`src/rtl/ecl_pkg.sv`:
```
package ecl_pkg;
  parameter int ADDR_W    = 33;
  parameter int LINE_LSB  = 7;
  parameter int SYN_W     = 8;
  parameter int DEST_W    = 3;
  parameter int STAT_W    = 16;
  parameter int DATA_W    = 32;
  parameter int RA_W      = 3;
  parameter int N_PATH    = 3;

  localparam int LINE_W   = ADDR_W - LINE_LSB;

  localparam int B_CE     = 0;
  localparam int B_UE     = 1;
  localparam int B_RFTO   = 8;
  localparam int B_LOCK   = 9;
  localparam int B_THERM  = 11;

  localparam logic [STAT_W-1:0] STAT_MASK =
    STAT_W'((1 << B_CE) | (1 << B_UE) | (1 << B_RFTO) | (1 << B_LOCK) | (1 << B_THERM));
  localparam logic [STAT_W-1:0] MEM_MASK =
    STAT_W'((1 << B_CE) | (1 << B_UE));

  typedef enum logic [RA_W-1:0] {
    RA_STAT  = 3'd0,
    RA_ALO   = 3'd1,
    RA_AHI   = 3'd2,
    RA_SYN   = 3'd3,
    RA_DEST  = 3'd4,
    RA_EN_SE = 3'd5,
    RA_EN_MI = 3'd6,
    RA_EN_CI = 3'd7
  } reg_idx_e;

  typedef struct packed {
    logic [LINE_W-1:0] line;
    logic              chan;
    logic [SYN_W-1:0]  syn;
    logic [DEST_W-1:0] dest;
  } err_info_t;

  // Low word: line address above LINE_LSB, channel in bit 0, zeros between.
  function automatic logic [DATA_W-1:0] fmt_addr_lo(input logic [LINE_W-1:0] line,
                                                    input logic chan);
    logic [DATA_W-1:0] w;
    w = '0;
    w[0] = chan;
    for (int i = LINE_LSB; i < DATA_W; i++) w[i] = line[i-LINE_LSB];
    return w;
  endfunction

  // High word: address bits at and above DATA_W, right-aligned.
  function automatic logic [DATA_W-1:0] fmt_addr_hi(input logic [LINE_W-1:0] line);
    logic [DATA_W-1:0] w;
    w = '0;
    for (int i = DATA_W; i < ADDR_W; i++) w[i-DATA_W] = line[i-LINE_LSB];
    return w;
  endfunction

  // Level request: any status bit whose enable bit is set.
  function automatic logic req_level(input logic [STAT_W-1:0] st,
                                     input logic [STAT_W-1:0] en);
    return |(st & en);
  endfunction
endpackage

```
`src/rtl/ecl_status.sv`:
```
module ecl_status
  import ecl_pkg::*;
#(
  parameter logic [STAT_W-1:0] IMPL = STAT_MASK
) (
  input  logic              clk,
  input  logic              rst_n,
  input  logic [STAT_W-1:0] set_vec,
  input  logic [STAT_W-1:0] clr_vec,
  output logic [STAT_W-1:0] status_q
);
  for (genvar b = 0; b < STAT_W; b++) begin : g_bit
    if (IMPL[b]) begin : g_impl
      always_ff @(posedge clk or negedge rst_n) begin
        if (!rst_n)          status_q[b] <= 1'b0;
        else if (set_vec[b]) status_q[b] <= 1'b1;
        else if (clr_vec[b]) status_q[b] <= 1'b0;
      end
    end else begin : g_rsvd
      assign status_q[b] = 1'b0;
    end
  end
endmodule

```
`src/rtl/ecl_capture.sv`:
```
module ecl_capture
  import ecl_pkg::*;
(
  input  logic      clk,
  input  logic      rst_n,
  input  logic      ce_strb,
  input  logic      ue_strb,
  input  logic      st_ce,
  input  logic      st_ue,
  input  err_info_t info,
  output err_info_t log_q,
  output logic      ce_load,
  output logic      ue_load
);
  // An uncorrectable error takes the log unless one is already held.
  // A correctable error takes it only when nothing is held.
  always_comb begin
    ue_load = ue_strb && !st_ue;
    ce_load = ce_strb && !ue_strb && !st_ce && !st_ue;
  end

  always_ff @(posedge clk or negedge rst_n) begin
    if (!rst_n)                   log_q <= '0;
    else if (ue_load || ce_load)  log_q <= info;
  end
endmodule

```
`src/rtl/ecl_regfile.sv`:
```
module ecl_regfile
  import ecl_pkg::*;
(
  input  logic              clk,
  input  logic              rst_n,
  input  logic [RA_W-1:0]   reg_addr,
  input  logic              reg_wr,
  input  logic [STAT_W-1:0] reg_wdata,
  input  logic [STAT_W-1:0] status_q,
  input  err_info_t         log_q,
  output logic [STAT_W-1:0] clr_vec,
  output logic [STAT_W-1:0] en_q [N_PATH],
  output logic [DATA_W-1:0] reg_rdata
);
  localparam logic [STAT_W-1:0] EN_MASK [N_PATH] = '{STAT_MASK, MEM_MASK, MEM_MASK};
  localparam logic [RA_W-1:0]   EN_BASE = RA_EN_SE;

  assign clr_vec = (reg_wr && reg_addr == RA_STAT) ? (reg_wdata & STAT_MASK) : '0;

  for (genvar p = 0; p < N_PATH; p++) begin : g_en
    localparam logic [RA_W-1:0] MY_RA = EN_BASE + RA_W'(p);
    always_ff @(posedge clk or negedge rst_n) begin
      if (!rst_n)                          en_q[p] <= '0;
      else if (reg_wr && reg_addr == MY_RA) en_q[p] <= reg_wdata & EN_MASK[p];
    end
  end

  always_comb begin
    reg_rdata = '0;
    case (reg_idx_e'(reg_addr))
      RA_STAT:  reg_rdata = DATA_W'(status_q);
      RA_ALO:   reg_rdata = fmt_addr_lo(log_q.line, log_q.chan);
      RA_AHI:   reg_rdata = fmt_addr_hi(log_q.line);
      RA_SYN:   reg_rdata = DATA_W'(log_q.syn);
      RA_DEST:  reg_rdata = DATA_W'(log_q.dest);
      RA_EN_SE: reg_rdata = DATA_W'(en_q[0]);
      RA_EN_MI: reg_rdata = DATA_W'(en_q[1]);
      RA_EN_CI: reg_rdata = DATA_W'(en_q[2]);
      default:  reg_rdata = '0;
    endcase
  end
endmodule

```
`src/rtl/ecl_signal.sv`:
```
module ecl_signal
  import ecl_pkg::*;
(
  input  logic [STAT_W-1:0] status_q,
  input  logic [STAT_W-1:0] en_q [N_PATH],
  output logic [N_PATH-1:0] req
);
  for (genvar p = 0; p < N_PATH; p++) begin : g_path
    assign req[p] = req_level(status_q, en_q[p]);
  end
endmodule

```
`src/rtl/ecc_err_logger.sv`:
```
module ecc_err_logger
  import ecl_pkg::*;
(
  input  logic                clk,
  input  logic                rst_n,
  input  logic                ce_strb,
  input  logic                ue_strb,
  input  logic [LINE_W-1:0]   err_line,
  input  logic                err_chan,
  input  logic [SYN_W-1:0]    err_syn,
  input  logic [DEST_W-1:0]   err_dest,
  input  logic                rfto_strb,
  input  logic                lock_strb,
  input  logic                therm_strb,
  input  logic [RA_W-1:0]     reg_addr,
  input  logic                reg_wr,
  input  logic [STAT_W-1:0]   reg_wdata,
  output logic [DATA_W-1:0]   reg_rdata,
  output logic                serr_o,
  output logic                smi_o,
  output logic                sci_o
);
  logic [STAT_W-1:0] set_vec;
  logic [STAT_W-1:0] clr_vec;
  logic [STAT_W-1:0] status_q;
  logic [STAT_W-1:0] en_q [N_PATH];
  logic [N_PATH-1:0] req;
  err_info_t         info;
  err_info_t         log_q;
  logic              ce_load;
  logic              ue_load;

  always_comb begin
    set_vec          = '0;
    set_vec[B_CE]    = ce_strb;
    set_vec[B_UE]    = ue_strb;
    set_vec[B_RFTO]  = rfto_strb;
    set_vec[B_LOCK]  = lock_strb;
    set_vec[B_THERM] = therm_strb;
  end

  assign info = '{line: err_line, chan: err_chan, syn: err_syn, dest: err_dest};

  ecl_status u_status (
    .clk      (clk),
    .rst_n    (rst_n),
    .set_vec  (set_vec),
    .clr_vec  (clr_vec),
    .status_q (status_q)
  );

  ecl_capture u_capture (
    .clk     (clk),
    .rst_n   (rst_n),
    .ce_strb (ce_strb),
    .ue_strb (ue_strb),
    .st_ce   (status_q[B_CE]),
    .st_ue   (status_q[B_UE]),
    .info    (info),
    .log_q   (log_q),
    .ce_load (ce_load),
    .ue_load (ue_load)
  );

  ecl_regfile u_regfile (
    .clk       (clk),
    .rst_n     (rst_n),
    .reg_addr  (reg_addr),
    .reg_wr    (reg_wr),
    .reg_wdata (reg_wdata),
    .status_q  (status_q),
    .log_q     (log_q),
    .clr_vec   (clr_vec),
    .en_q      (en_q),
    .reg_rdata (reg_rdata)
  );

  ecl_signal u_signal (
    .status_q (status_q),
    .en_q     (en_q),
    .req      (req)
  );

  assign serr_o = req[0];
  assign smi_o  = req[1];
  assign sci_o  = req[2];
endmodule

```
`config.mk`:
```
export PLATFORM = sky130hd
export DESIGN_NAME = ecc_err_logger
export DESIGN_NICKNAME = d
export VERILOG_FILES = /design/src/rtl/ecl_pkg.sv /design/src/rtl/ecl_status.sv /design/src/rtl/ecl_capture.sv /design/src/rtl/ecl_regfile.sv /design/src/rtl/ecl_signal.sv /design/src/rtl/ecc_err_logger.sv
export SDC_FILE = /design/constraint.sdc
export NUM_CORES = 1
export LEC_CHECK = 0
export ABC_AREA = 1
export BUFFER_PORTS_ARGS = -buffer_cell sky130_fd_sc_hd__buf_4
export CAP_MARGIN = 0
export CORE_UTILIZATION = 50
export DETAILED_ROUTE_END_ITERATION = 12
export PLACE_DENSITY_LB_ADDON = 0.25
export SLEW_MARGIN = 25
export SYNTH_ARGS = -nofsm -noshare
export SYNTH_HDL_FRONTEND = slang
export SYNTH_HIERARCHICAL = 1
export SYNTH_SLANG_ARGS = --single-unit
export TNS_END_PERCENT = 10
```
`constraint.sdc`:
```
create_clock -name clk -period 1.47 [get_ports clk]
set_clock_uncertainty 0.2 [all_clocks]
set_input_delay 0.0735 -clock clk [delete_from_list [all_inputs] [get_ports clk]]
set_output_delay 0.0735 -clock clk [all_outputs]
set_load 0.02 [all_outputs]
```
* Word-level counts from Yosys, hierarchy flattened
Index checks and enable logic that the tools add are counted.
** Operators by class
- Equality and inequality tests :: 7
- Mux-type cells :: 12
- Bitwise gates (word level) :: 3
- Reductions and logical operators :: 21
** Operator list (number)
- 32-bit one-hot mux with 8 select lines :: 1
- 16-bit OR reduction :: 3
- 12-bit by 2-bit bitwise AND with 12-bit output :: 2
- 12-bit bitwise AND :: 1
- 3-bit == test (second input constant) :: 4
- 12-bit 2-to-1 mux :: 1
- 1-bit 2-to-1 mux :: 10
- 2-bit nonzero test :: 5
- 1-bit logical AND :: 8
- 3-bit by 2-bit == test with 1-bit output (second input constant) :: 2
- 3-bit by 1-bit == test with 1-bit output (second input constant) :: 1
- 1-bit logical NOT :: 3
- 3-bit logical NOT :: 1
- 1-bit logical OR :: 1
** Storage, ports and cells
- Register bits after elaboration :: 52
- Bits of input ports :: 65
- Output and inout bits :: 35
- Logic and storage cells :: 55

* Logic depth before layout (Yosys ltp)
Gate-level depths: netlist (run 1).
- Depth after elaboration :: 5
- Gate-level depth with buffers :: 8
- Depth with buffers taken out :: 6

* By module
The synthesis (run 1) kept the hierarchy.
** Modules (own cells, without submodules)
- ecl_capture :: instances 1, cells each 173, area each 1539.0 µm², sequential area each 950.9 µm²
- ecl_regfile :: instances 1, cells each 213, area each 1293.7 µm², sequential area each 225.2 µm²
- ecl_signal :: instances 1, cells each 105, area each 401.6 µm², sequential area each 0.0 µm²
- ecl_status :: instances 1, cells each 37, area each 286.5 µm², sequential area each 125.1 µm²
- ecc_err_logger :: instances 1, cells each 1, area each 3.8 µm², sequential area each 0.0 µm²

* Worst setup path after synthesis (run 1)
Ideal clock, no wire load.
- Path type :: reg-to-reg
- Start :: register u_status.status_q[1]
- End :: register, netlist name u_capture/log_q[12]
- Library setup time :: 117 ps
- Arrival :: 1029 ps
- Data required time :: 1153 ps
- Slack :: 124 ps
- Stages on the path, launching flop included :: 7
- Buffers on the path :: 2
- Clock period less this slack :: 1346 ps
- Cells stage by stage :: dfrtp_1 > nor2_1 > nand2_1 > buf_2 > buf_4 > nand3_1 > nand2_1
** Between the ends
- Word-level cells in the longest chain between the ends :: 3
- Elaborated cells on any way between the ends :: 4
- Those cells by class :: 4 x reduce/logical
** RTL lines
- start: declaration :: RTL line ecl_status.sv:10 : output logic [STAT_W-1:0] status_q
- start signal: indexed assignment :: RTL line ecl_status.sv:15 : if (!rst_n) status_q[b] <= 1'b0;
- start signal: indexed assignment :: RTL line ecl_status.sv:16 : else if (set_vec[b]) status_q[b] <= 1'b1;
- start signal: indexed assignment :: RTL line ecl_status.sv:17 : else if (clr_vec[b]) status_q[b] <= 1'b0;
- 1-bit logical NOT * :: RTL line ecl_capture.sv:18, ecl_capture.sv:19
- 1-bit logical AND, on equally long branches :: RTL line ecl_capture.sv:18, ecl_capture.sv:19
- 1-bit logical OR * :: RTL line ecl_capture.sv:24 : else if (ue_load || ce_load) log_q <= info;
Mark *: on every way between the ends. The rest lies on a longest branch, timed or not.
A chain may end at the register's enable or synchronous reset.

* Final worst setup path (run 1)
- Start :: register u_regfile/en_q[1] in the netlist's numbering
- End :: output port sci_o
** Between the ends
- Word-level cells in the longest chain between the ends :: 2
** RTL lines
- start: declaration :: RTL line ecl_regfile.sv:12 : output logic [STAT_W-1:0] en_q [N_PATH],
- start signal: indexed assignment :: RTL line ecl_regfile.sv:24 : else if (reg_wr && reg_addr == MY_RA) en_q[p] <= reg_wdata & EN_MASK[p];
- 12-bit by 2-bit bitwise AND with 12-bit output :: RTL line ecl_pkg.sv:63 : return |(st & en);
- 16-bit OR reduction :: RTL line ecl_pkg.sv:63
- end: declaration :: RTL line ecc_err_logger.sv:21 : output logic sci_o
No other way between the ends.

==> out/results.ini, run 1 <==
[global_route]
grt_pass1_wl_um = 14880
gr-total-overflow = 0
first_global_vias = 3315
antenna_found_initial = 0
grt_start_max_net_pins = 53
grtUsageTotal_pct = 25.97

[cells_and_area]
layout-drive-gt1-share_pct = 19.39
design_area_um2 = 4780
regArea_um2 = 1304
fillers = 475
antenna_cells = 0
syn_to_final_growth_pct = 39.31
fin_nets = 724
fin_util_pct = 73.59
multi_input_area_um2 = 1643

[clock_network]
cts_root_buf = clkbuf_8
cts_buffers = 5
worstSkewPairLatency_ns = 0.30
clkTransAtPathRegs_ns = 0.10
cts_tree = done
htreeDepth = 2
clkSinkCount = 52
clockBufferDepth = 2

[die]
fp.dieH_um = 84.84
io_pins = 100
die_area_um2 = 7197
die_w_um = 84.84
start_util_pct = 52.82
rows = 29
fp.coreArea_um2 = 6495

[routing]
drt_iter0_drc = 309
drc = 5
via_per_inst = 4.745
ant_nets = 0
wl_um = 9141
post_drt_wl_per_cell_um = 12.40
num_vias = 3497
drt_pre_antenna_iters = 9

[hold_path]
min_from = reg_addr[0]
holdPathStages = 3
hp-class = in2reg
hold-path-endpoint = u_regfile/en_q[1]

[place]
gp_congestion = 0.8462
hpwl_um = 5705
placed_cell_area_um2 = 3944
place_ws_ns = 0.07522
portBuffers = 88

[sta]
slew-limit-headroom_pct = 55.10
hold_viol_final = 0
fin_crit_ns = 1.525
whs_ns = 0.006574
fin_crit_sh_pct = 103.8
setup_viol = 14
rsz0062_at_grt = yes
drv_slew = 0
finalWorstSetupSlack_ns = -0.05538
tightestPinTransition_ns = 0.6735
fmax_ghz = 0.6556

[power]
p_leak_nw = 2.676
powerDensity_nw_per_um2 = 835.6
vdd_drop_max_uv = 554.2

[logic_synthesis]
yosysWarnings = 6
netlist_area_um2 = 3431
avgSynthCellArea_um2 = 6.662
syn_inst = 515

[job]
drv_cap = 0

[setup_path]
reg2reg_setup_slack_ns = -0.01
r2r_cells = 7
r2r_end = u_capture/log_q[8]
reg2reg_from = u_status/status_q[1]
critPathMaxFanout = 3
arrival_ns = 1.25
crit_path_start_kind = register
required_ns = 1.20
worstSetupPathType = reg2out
end_kind = output pin

[run_status]
status = finished with violations
violations = design-rule violations, negative setup slack

cells in the final DEF, fill, tap and decap left out, types with 10 or more instances in the layout:
| master | instances |
|---|---|
| nand2_1 | 209 |
| buf_4 | 91 |
| inv_1 | 58 |
| dlygate4sd3_1 | 51 |
| dfrtp_1 | 50 |
| conb_1 | 50 |
| nand3_1 | 48 |
| nor2_1 | 35 |
| nand4_1 | 15 |
| o21ai_1 | 14 |
| buf_6 | 10 |
what timing repair did:
item,4_1_cts,5_1_grt
setup endpoints to repair,5,46
resized for setup,7,18
pin swaps,10,9
cloned,0,3
buffers inserted,6,1
hold buffers,52,0
endpoints found under the hold margin,104,0
worst max-delay path: stages (launching register included):
cell and delay (ns):
dfrtp_1 0.43, nand2_1 0.09, nand4_1 0.12, nor2_1 0.10
nand2_1 0.08, buf_6 0.13
area by class of cell:
type	instances	share of cell area (%)
clock buffers	7	1.806
well taps	77	2.016
multi-input cells	382	34.37
flip-flops and latches	52	27.28
inverters	61	4.791
repair buffers	157	29.58
clock inverters	1	0.1571
report_power, final:
part | total [mW] | leakage, nW | internal, mW | switching [mW]
logic | 1.17 | 1.99 | 0.562 | 0.604
registers | 1.96 | 0.640 | 1.75 | 0.203
clock network | 0.872 | 0.0445 | 0.384 | 0.487
total | 3.99 | 2.68 | 2.70 | 1.29
registers in the layout (all words and copies together) (netlist names):
register,count
u_capture/log_q,38
u_regfile/en_q,9
u_status/status_q,5
worst max path at each step:
stage                          from             endpoint  slack, ns  depth (start not counted)
6_report          u_regfile/en_q[1]                sci_o      -0.06                          5
5_1_grt        u_status/status_q[0]                smi_o      -0.14                          5
4_1_cts        u_status/status_q[1]               serr_o      -0.06                          5
3_5_place_dp   u_status/status_q[1]  u_capture/log_q[20]       0.08                          6
3_3_place_gp   u_status/status_q[1]  u_capture/log_q[17]       0.10                          6
2_1_floorplan  u_status/status_q[1]  u_capture/log_q[12]       0.12                          6
per-layer routing:
layer | routed length, um | GRT usage, % | vias to the layer above
met5 | 0 | 0 | -
met3 | 627 | 4.280 | 15
met1 | 3876 | 34.33 | 1582
met4 | 141 | 6.317 | 0
met2 | 4496 | 44.86 | 137
li1 | - | - | 1763
per-stage QoR:
stage               setup TNS, ns  instances  total power [mW]
global placement                0        667             2.897
global route               -2.474        737             4.246
finish                    -0.2991        737             3.994
floorplan                       0        563             2.665
CTS                       -0.3435        733             3.932
detailed placement              0        667             2.943
Note: power is estimated with default switching activity, not from simulation.
==> run 2, diff against run 1 <==
--- a/config.mk
+++ b/config.mk
@@ -8,7 +8,7 @@
 export ABC_AREA = 1
 export BUFFER_PORTS_ARGS = -buffer_cell sky130_fd_sc_hd__buf_4
 export CAP_MARGIN = 0
-export CORE_UTILIZATION = 50
+export CORE_UTILIZATION = 43
 export DETAILED_ROUTE_END_ITERATION = 12
 export PLACE_DENSITY_LB_ADDON = 0.25
 export SLEW_MARGIN = 25
==> out/results.ini, run 2 (synthesis results as in run 1) <==
[cells_and_area]
design_area_um2 = 4742  ; was 4780 um^2
largest_register_ff_count = 38  ; unchanged
antenna_cells = 0  ; unchanged
final_common_cell = nand2_1  ; unchanged
syn_to_final_growth_pct = 38.22  ; was 39.31%
fin_util_pct = 61.37  ; was 73.59%
fillers = 727  ; was 475
layout-drive-gt1-share_pct = 20.03  ; was 19.39%
fin_nets = 723  ; was 724
final_cells = 761  ; was 737
final_cell_mix = 206 x nand2_1, 95 x buf_4, 58 x inv_1  ; was 209 x nand2_1, 91 x buf_4, 58 x inv_1
top_register = u_capture/log_q  ; unchanged
reg_top3 = u_capture/log_q: 38 flops, u_regfile/en_q: 9 flops, u_status/status_q: 5 flops  ; unchanged

[clock_network]
clkSinkCount = 52  ; unchanged
htreeDepth = 2  ; unchanged
clkTransAtPathRegs_ns = 0.10  ; about the same
worstSkewPairLatency_ns = 0.30  ; about the same
cts_root_buf = clkbuf_8  ; unchanged
cts_buffers = 5  ; unchanged
clockBufferDepth = 2  ; unchanged
cts_tree = done  ; unchanged

[power]
vdd_drop_max_uv = 547.0  ; was 554.2 uV
finalPower_mw = 3.983  ; was 3.994 mW
p_int_mw = 2.701  ; was 2.699 mW
switching_share_pct = 32.17  ; was 32.42%
p_comb_share_pct = 28.9  ; was 29.2%
powerDensity_nw_per_um2 = 839.9  ; was 835.6 nW/um^2
switching_power_mw = 1.281  ; was 1.295 mW
p_leak_nw = 2.650  ; was 2.676 nW
clkPwrFrac_pct = 21.9  ; was 21.8%
pwr-share-seq_pct = 49.2  ; was 49.0%

[setup_path]
cpMostUsedCell = buf_6  ; was nand2_1
required_ns = 1.20  ; about the same
reg2reg_from = u_status/status_q[0]  ; was u_status/status_q[1]
r2r_end = u_capture/log_q[6]  ; was u_capture/log_q[8]
path_cells = buf_6, nand2_2, nand4_1, nor2_1, nand2_1, buf_6  ; was nand2_1, nand4_1, nor2_1, nand2_1, buf_6
worstSetupPathType = reg2out  ; unchanged
r2r_cells = 6  ; was 7
critPathMaxStageDelay_ns = 0.41  ; was 0.43 ns
critPathMaxFanout = 5  ; was 3
arrival_ns = 1.36  ; was 1.25 ns
crit_path_start_kind = register  ; unchanged
reg2reg_setup_slack_ns = 0.03  ; was -0.01 ns
crit_slowest_cell = dfrtp_1  ; unchanged
end_kind = output pin  ; unchanged

[routing]
num_vias = 3360  ; was 3,497
drt_pre_antenna_iters = 4  ; was 9
drt_iter0_drc = 130  ; was 309
post_drt_wl_per_cell_um = 11.67  ; was 12.40 um
ant_nets = 0  ; unchanged
wl_um = 8878  ; was 9141 um
drc = 0  ; was 5
via_per_inst = 4.415  ; was 4.745

[sta]
rsz0062_at_grt = yes  ; unchanged
fin_crit_ns = 1.635  ; was 1.525 ns
whs_ns = 0.01856  ; was 0.006574 ns
fmax_ghz = 0.6115  ; was 0.6556 GHz
hold_viol_final = 0  ; unchanged
drv_slew = 0  ; unchanged
tns_ns = -0.5608  ; was -0.2991 ns
finalWorstSetupSlack_ns = -0.1654  ; was -0.05538 ns
setup_viol = 5  ; was 14
fin_crit_sh_pct = 111.2  ; was 103.8%

[hold_path]
hold-path-endpoint = u_regfile/en_q[0]  ; was u_regfile/en_q[1]
hp-class = in2reg  ; unchanged
holdPathStages = 3  ; unchanged
min_from = reg_addr[2]  ; was reg_addr[0]

[die]
start_util_pct = 44.40  ; was 52.82%
fp.coreArea_um2 = 7727  ; was 6495 um^2
fp.dieH_um = 91.32  ; was 84.84 um
die_area_um2 = 8339  ; was 7197 um^2
die_w_um = 91.32  ; was 84.84 um
io_pins = 100  ; unchanged
rows = 32  ; was 29

[place]
gp_congestion = 0.8502  ; was 0.8462
hpwl_um = 5986  ; was 5705 um
placed_cell_area_um2 = 4053  ; was 3944 um^2
place_inst = 699  ; was 667
place_ws_ns = 0.1064  ; was 0.07522 ns
portBuffers = 88  ; unchanged

[global_route]
grtUsageTotal_pct = 22.37  ; was 25.97%
gr-total-overflow = 0  ; unchanged
antenna_found_initial = 0  ; unchanged
first_global_vias = 3239  ; was 3,315
grt_start_max_net_pins = 39  ; was 53
grt_pass1_wl_um = 14970  ; was 14,880 um

[run_status]
violations = negative setup slack  ; was design-rule violations, negative setup slack
status = finished with violations  ; unchanged

[job]
drv_cap = 0  ; unchanged

[run 2: changes by cell type in the layout (fill, tap and decap cells not counted), sizes merged]
cell / previous run / this run
clkbuf: 10 / 6
clkinv: 0 / 1
buf: 102 / 106
dlymetal6s4s: 1 / 0
dlygate4sd3: 51 / 50
clkinvlp: 1 / 0
inv: 61 / 62
[run 2: how the worst max path moves through the flow]
| stage | from | end | slack, ns |
|---|---|---|---|
| floorplan | u_status/status_q[1] | u_capture/log_q[12] | 0.12 |
| global placement | reg_addr[2] | reg_rdata[14] | 0.11 |
| detailed placement | reg_addr[0] | reg_rdata[7] | 0.11 |
| CTS | u_status/status_q[1] | smi_o | -0.17 |
| global route | u_status/status_q[0] | sci_o | -0.25 |
| finish | u_status/status_q[0] | sci_o | -0.17 |
[run 2: metal layers]
metal | vias up | routed length [um] | global-route usage (%)
met5 | - | 0 | 0
met4 | 0 | 71 | 5.026
met3 | 8 | 481 | 3.685
met2 | 97 | 4456 | 39.33
met1 | 1497 | 3868 | 28.76
li1 | 1758 | - | -
[run 2: worst max-delay path, delay by kind of cell (launching register included)]
family | cells | cell delay (ns)
AND/OR/NAND/NOR | 4 | 0.37
flip-flops | 1 | 0.41
buffers and inverters | 2 | 0.27
[run 2: power by group through the flow]
stage	Combinational (mW)	Clock (mW)	Sequential, mW
floorplan	0.747	0	1.92
global placement	0.954	0	1.97
detailed placement	0.985	0	1.98
CTS	1.10	0.900	1.96
global route	1.30	0.952	2.00
finish	1.15	0.872	1.96
[run 2: layout make-up]
class,instances,area (um^2),area share [%]
flip-flops and latches,52,1301,27.44
well taps,102,127.6,2.691
repair buffers,156,1364,28.76
multi-input cells,382,1624,34.25
inverters,61,229.0,4.829
clock inverters,2,13.76,0.2902
clock buffers,6,82.58,1.741
[run 2: what timing repair did]
| item | 4_1_cts | 5_1_grt |
|---|---|---|
| pin swaps | 6 | 13 |
| buffers inserted | 3 | 1 |
| setup endpoints to repair | 5 | 43 |
| gates resized for setup | 7 | 12 |
| hold buffers | 50 | 0 |
| endpoints found under the hold margin | 104 | 0 |
==> run 3, diff against run 2 <==
--- a/config.mk
+++ b/config.mk
@@ -14,6 +14,5 @@
 export SLEW_MARGIN = 25
 export SYNTH_ARGS = -nofsm -noshare
 export SYNTH_HDL_FRONTEND = slang
-export SYNTH_HIERARCHICAL = 1
 export SYNTH_SLANG_ARGS = --single-unit
 export TNS_END_PERCENT = 10
==> out/results.ini, run 3 <==
[run_status]
status = finished with violations  ; unchanged
violations = negative setup slack  ; unchanged

[global_route]
grtUsageTotal_pct = 23.17  ; was 22.37%
antenna_found_initial = 0  ; unchanged
first_global_vias = 2542  ; was 3,239
gr-total-overflow = 0  ; unchanged
grt_pass1_wl_um = 11090  ; was 14,970 um
grt_start_max_net_pins = 53  ; was 39

[cells_and_area]
syn_to_final_growth_pct = 62.44  ; was 38.22%
layout-drive-gt1-share_pct = 28.35  ; was 20.03%
fillers = 395  ; was 727
largest_register_ff_count = 38  ; unchanged
final_cell_mix = 93 x buf_4, 63 x nand2_1, 54 x dlygate4sd3_1  ; was 206 x nand2_1, 95 x buf_4, 58 x inv_1
reg_top3 = u_capture.log_q: 38 flops, u_regfile.en_q: 9 flops, u_status.status_q: 5 flops  ; was u_capture/log_q: 38 flops, u_regfile/en_q: 9 flops, u_status/status_q: 5 flops
top_register = u_capture.log_q  ; was u_capture/log_q
antenna_cells = 0  ; unchanged
fin_nets = 526  ; was 723
final_common_cell = buf_4  ; was nand2_1
fin_util_pct = 72.12  ; was 61.37%

[clock_network]
htreeDepth = 2  ; unchanged
clkSinkCount = 52  ; unchanged
cts_root_buf = clkbuf_8  ; unchanged
clockBufferDepth = 2  ; unchanged
worstSkewPairLatency_ns = 0.30  ; about the same
cts_tree = done  ; unchanged
clkTransAtPathRegs_ns = 0.09  ; was 0.10 ns
cts_buffers = 5  ; unchanged

[logic_synthesis]
synth-compound-area-share_pct = 9.314
synth_top_family_by_area = simple AND/OR/NAND/NOR gates
syn_inst = 312  ; was 515
yosys-top-cells-count = 64 x nand2_1, 56 x nor2_1, 52 x dfrtp_1
ys_types = 17
yosys.area_share.simple_pct = 28.45
ys_ff_latch = 52
synth_adder_area_share_pct = 0
synthMuxAreaShare_pct = 0
synth_top_area_share_pct = 53.22
syn-num-nets = 377
synth-main-ff-cell = dfrtp_1
synthTopCellsByArea = dfrtp_1 53%, nand2_1 9.8%, nor2_1 8.6%, inv_1 6.1%, a21oi_1 5.5%
synth.most_common_cell = nand2_1
async_flop_share_pct = 100.0
synth-edff-count = 0
synth_top_area_cell = dfrtp_1
yosysWarnings = 0  ; was 6
synth_xor_area_share_pct = 0
avgSynthCellArea_um2 = 7.836  ; was 6.662 um^2
netlist_area_um2 = 2445  ; was 3431 um^2
synth-seq-area-share_pct = 53.22

[setup_path]
critPathMaxFanout = 5  ; unchanged
end_kind = output pin  ; unchanged
crit_path_start_kind = register  ; unchanged
worstSetupPathType = reg2out  ; unchanged
required_ns = 1.20  ; about the same
arrival_ns = 1.23  ; was 1.36 ns

[power]
p_int_mw = 2.590  ; was 2.701 mW
clkPwrFrac_pct = 21.8  ; was 21.9%
p_comb_share_pct = 28.0  ; was 28.9%
vdd_drop_max_uv = 696.4  ; was 547.0 uV
powerDensity_nw_per_um2 = 945.4  ; was 839.9 nW/um^2
switching_share_pct = 31.01  ; was 32.17%
p_leak_nw = 2.107  ; was 2.650 nW
switching_power_mw = 1.164  ; was 1.281 mW
pwr-share-seq_pct = 50.2  ; was 49.2%

[sta]
hold_viol_final = 0  ; unchanged
fmax_ghz = 0.6670  ; was 0.6115 GHz
whs_ns = 0.006818  ; was 0.01856 ns
setup_viol = 3  ; was 5
slew-limit-headroom_pct = 55.60
finalWorstSetupSlack_ns = -0.02916  ; was -0.1654 ns
fin_crit_ns = 1.499  ; was 1.635 ns
fin_crit_sh_pct = 102.0  ; was 111.2%
rsz0062_at_grt = yes  ; unchanged
drv_slew = 0  ; unchanged
tightestPinTransition_ns = 0.6660

[die]
fp.coreArea_um2 = 5507  ; was 7727 um^2
die_area_um2 = 5992  ; was 8339 um^2
rows = 27  ; was 32
fp.dieH_um = 77.41  ; was 91.32 um
die_w_um = 77.41  ; was 91.32 um
io_pins = 100  ; unchanged
start_util_pct = 44.40  ; about the same

[place]
portBuffers = 88  ; unchanged
gp_congestion = 0.8522  ; was 0.8502
hpwl_um = 4119  ; was 5986 um

[routing]
ant_nets = 0  ; unchanged
wl_um = 6790  ; was 8878 um
via_per_inst = 4.783  ; was 4.415
drt_iter0_drc = 110  ; was 130
drt_pre_antenna_iters = 4  ; unchanged
post_drt_wl_per_cell_um = 12.72  ; was 11.67 um
drc = 0  ; unchanged
num_vias = 2554  ; was 3,360

[job]
drv_cap = 0  ; unchanged

[hold_path]
hp-class = in2reg  ; unchanged

-- run 3: layout make-up --
cell class	instances	area, um^2	share of cell area, %
Timing Repair Buffer	155	1360	34.25
Sequential cell	52	1303	32.80
Multi-Input combinational cell	205	972.2	24.48
Inverter	42	157.7	3.970
Tap cell	72	90.09	2.268
Clock buffer	6	72.57	1.827
Clock inverter	2	16.27	0.4096
-- run 3: kinds of logic (layout without fill, tap and decap cells) --
| family | count (synthesis) | count (layout) |
|---|---|---|
| compound gates | 44 | 44 |
| buf+inv | 55 | 205 |
| flops | 52 | 52 |
| simple gates | 161 | 161 |
-- run 3: final timing paths --
path	start	endpoint	depth (start not counted)	slack (ns)
worst min-delay path	reg_addr[0]	u_regfile.en_q[0]	3	0.007
min in group asynchronous	rst_n	u_capture.log_q[34]	2	0.12
max in group asynchronous	rst_n	u_status.status_q[1]	2	0.45
worst max register to register	u_status.status_q[0]	u_capture.log_q[24]	6	0.03
worst min register to register	u_capture.log_q[4]	u_capture.log_q[4]	2	0.28
worst max-delay path	u_status.status_q[1]	serr_o	5	-0.03
-- run 3: power by group through the flow --
stage	Clock (mW)	Sequential [mW]	Combinational, mW
after CTS	0.834	1.88	1.04
after detailed placement	0	1.91	0.898
final	0.817	1.89	1.05
after floorplan	0	1.88	0.548
after global routing	0.901	1.92	1.18
after global placement	0	1.90	0.868
-- run 3: repair_timing --
item | in CTS | in global routing
hold buffers | 54 | 0
cloned | 0 | 2
hold endpoints to repair | 104 | 0
gates resized for setup | 7 | 15
setup buffers | 3 | 0
endpoints found under the setup margin | 4 | 40
pin swaps | 7 | 4
-- run 3: worst max-delay path: stages (launching register included) --
cell and delay [ns]:
dfrtp_2 0.46, nand2_2 0.07, nand2_1 0.04, a21oi_1 0.10
nand3_1 0.10, buf_6 0.15
-- run 3: per-layer routing --
| layer | up-vias | share of wire, % | track usage [%] |
|---|---|---|---|
| met5 | - | 0 | 0 |
| met4 | 0 | 0.65 | 5.283 |
| met3 | 5 | 4.1 | 4.118 |
| met2 | 73 | 52 | 42.39 |
| met1 | 1192 | 43 | 28.17 |
| li1 | 1284 | - | - |
-- run 3: metrics by stage --
| step | TNS, ns | std cells | area, um^2 | worst slack [ns] | power [mW] |
|---|---|---|---|---|---|
| 2_1_floorplan | 0 | 312 | 2445 | 0.1189 | 2.424 |
| 3_3_place_gp | 0 | 467 | 3218 | 0.1182 | 2.772 |
| 3_5_place_dp | 0 | 467 | 3218 | 0.08953 | 2.813 |
| 4_1_cts | -0.07523 | 532 | 3899 | -0.04284 | 3.756 |
| 5_1_grt | -1.485 | 534 | 3971 | -0.08938 | 4.001 |
| 6_report | -0.06014 | 534 | 3971 | -0.02916 | 3.755 |
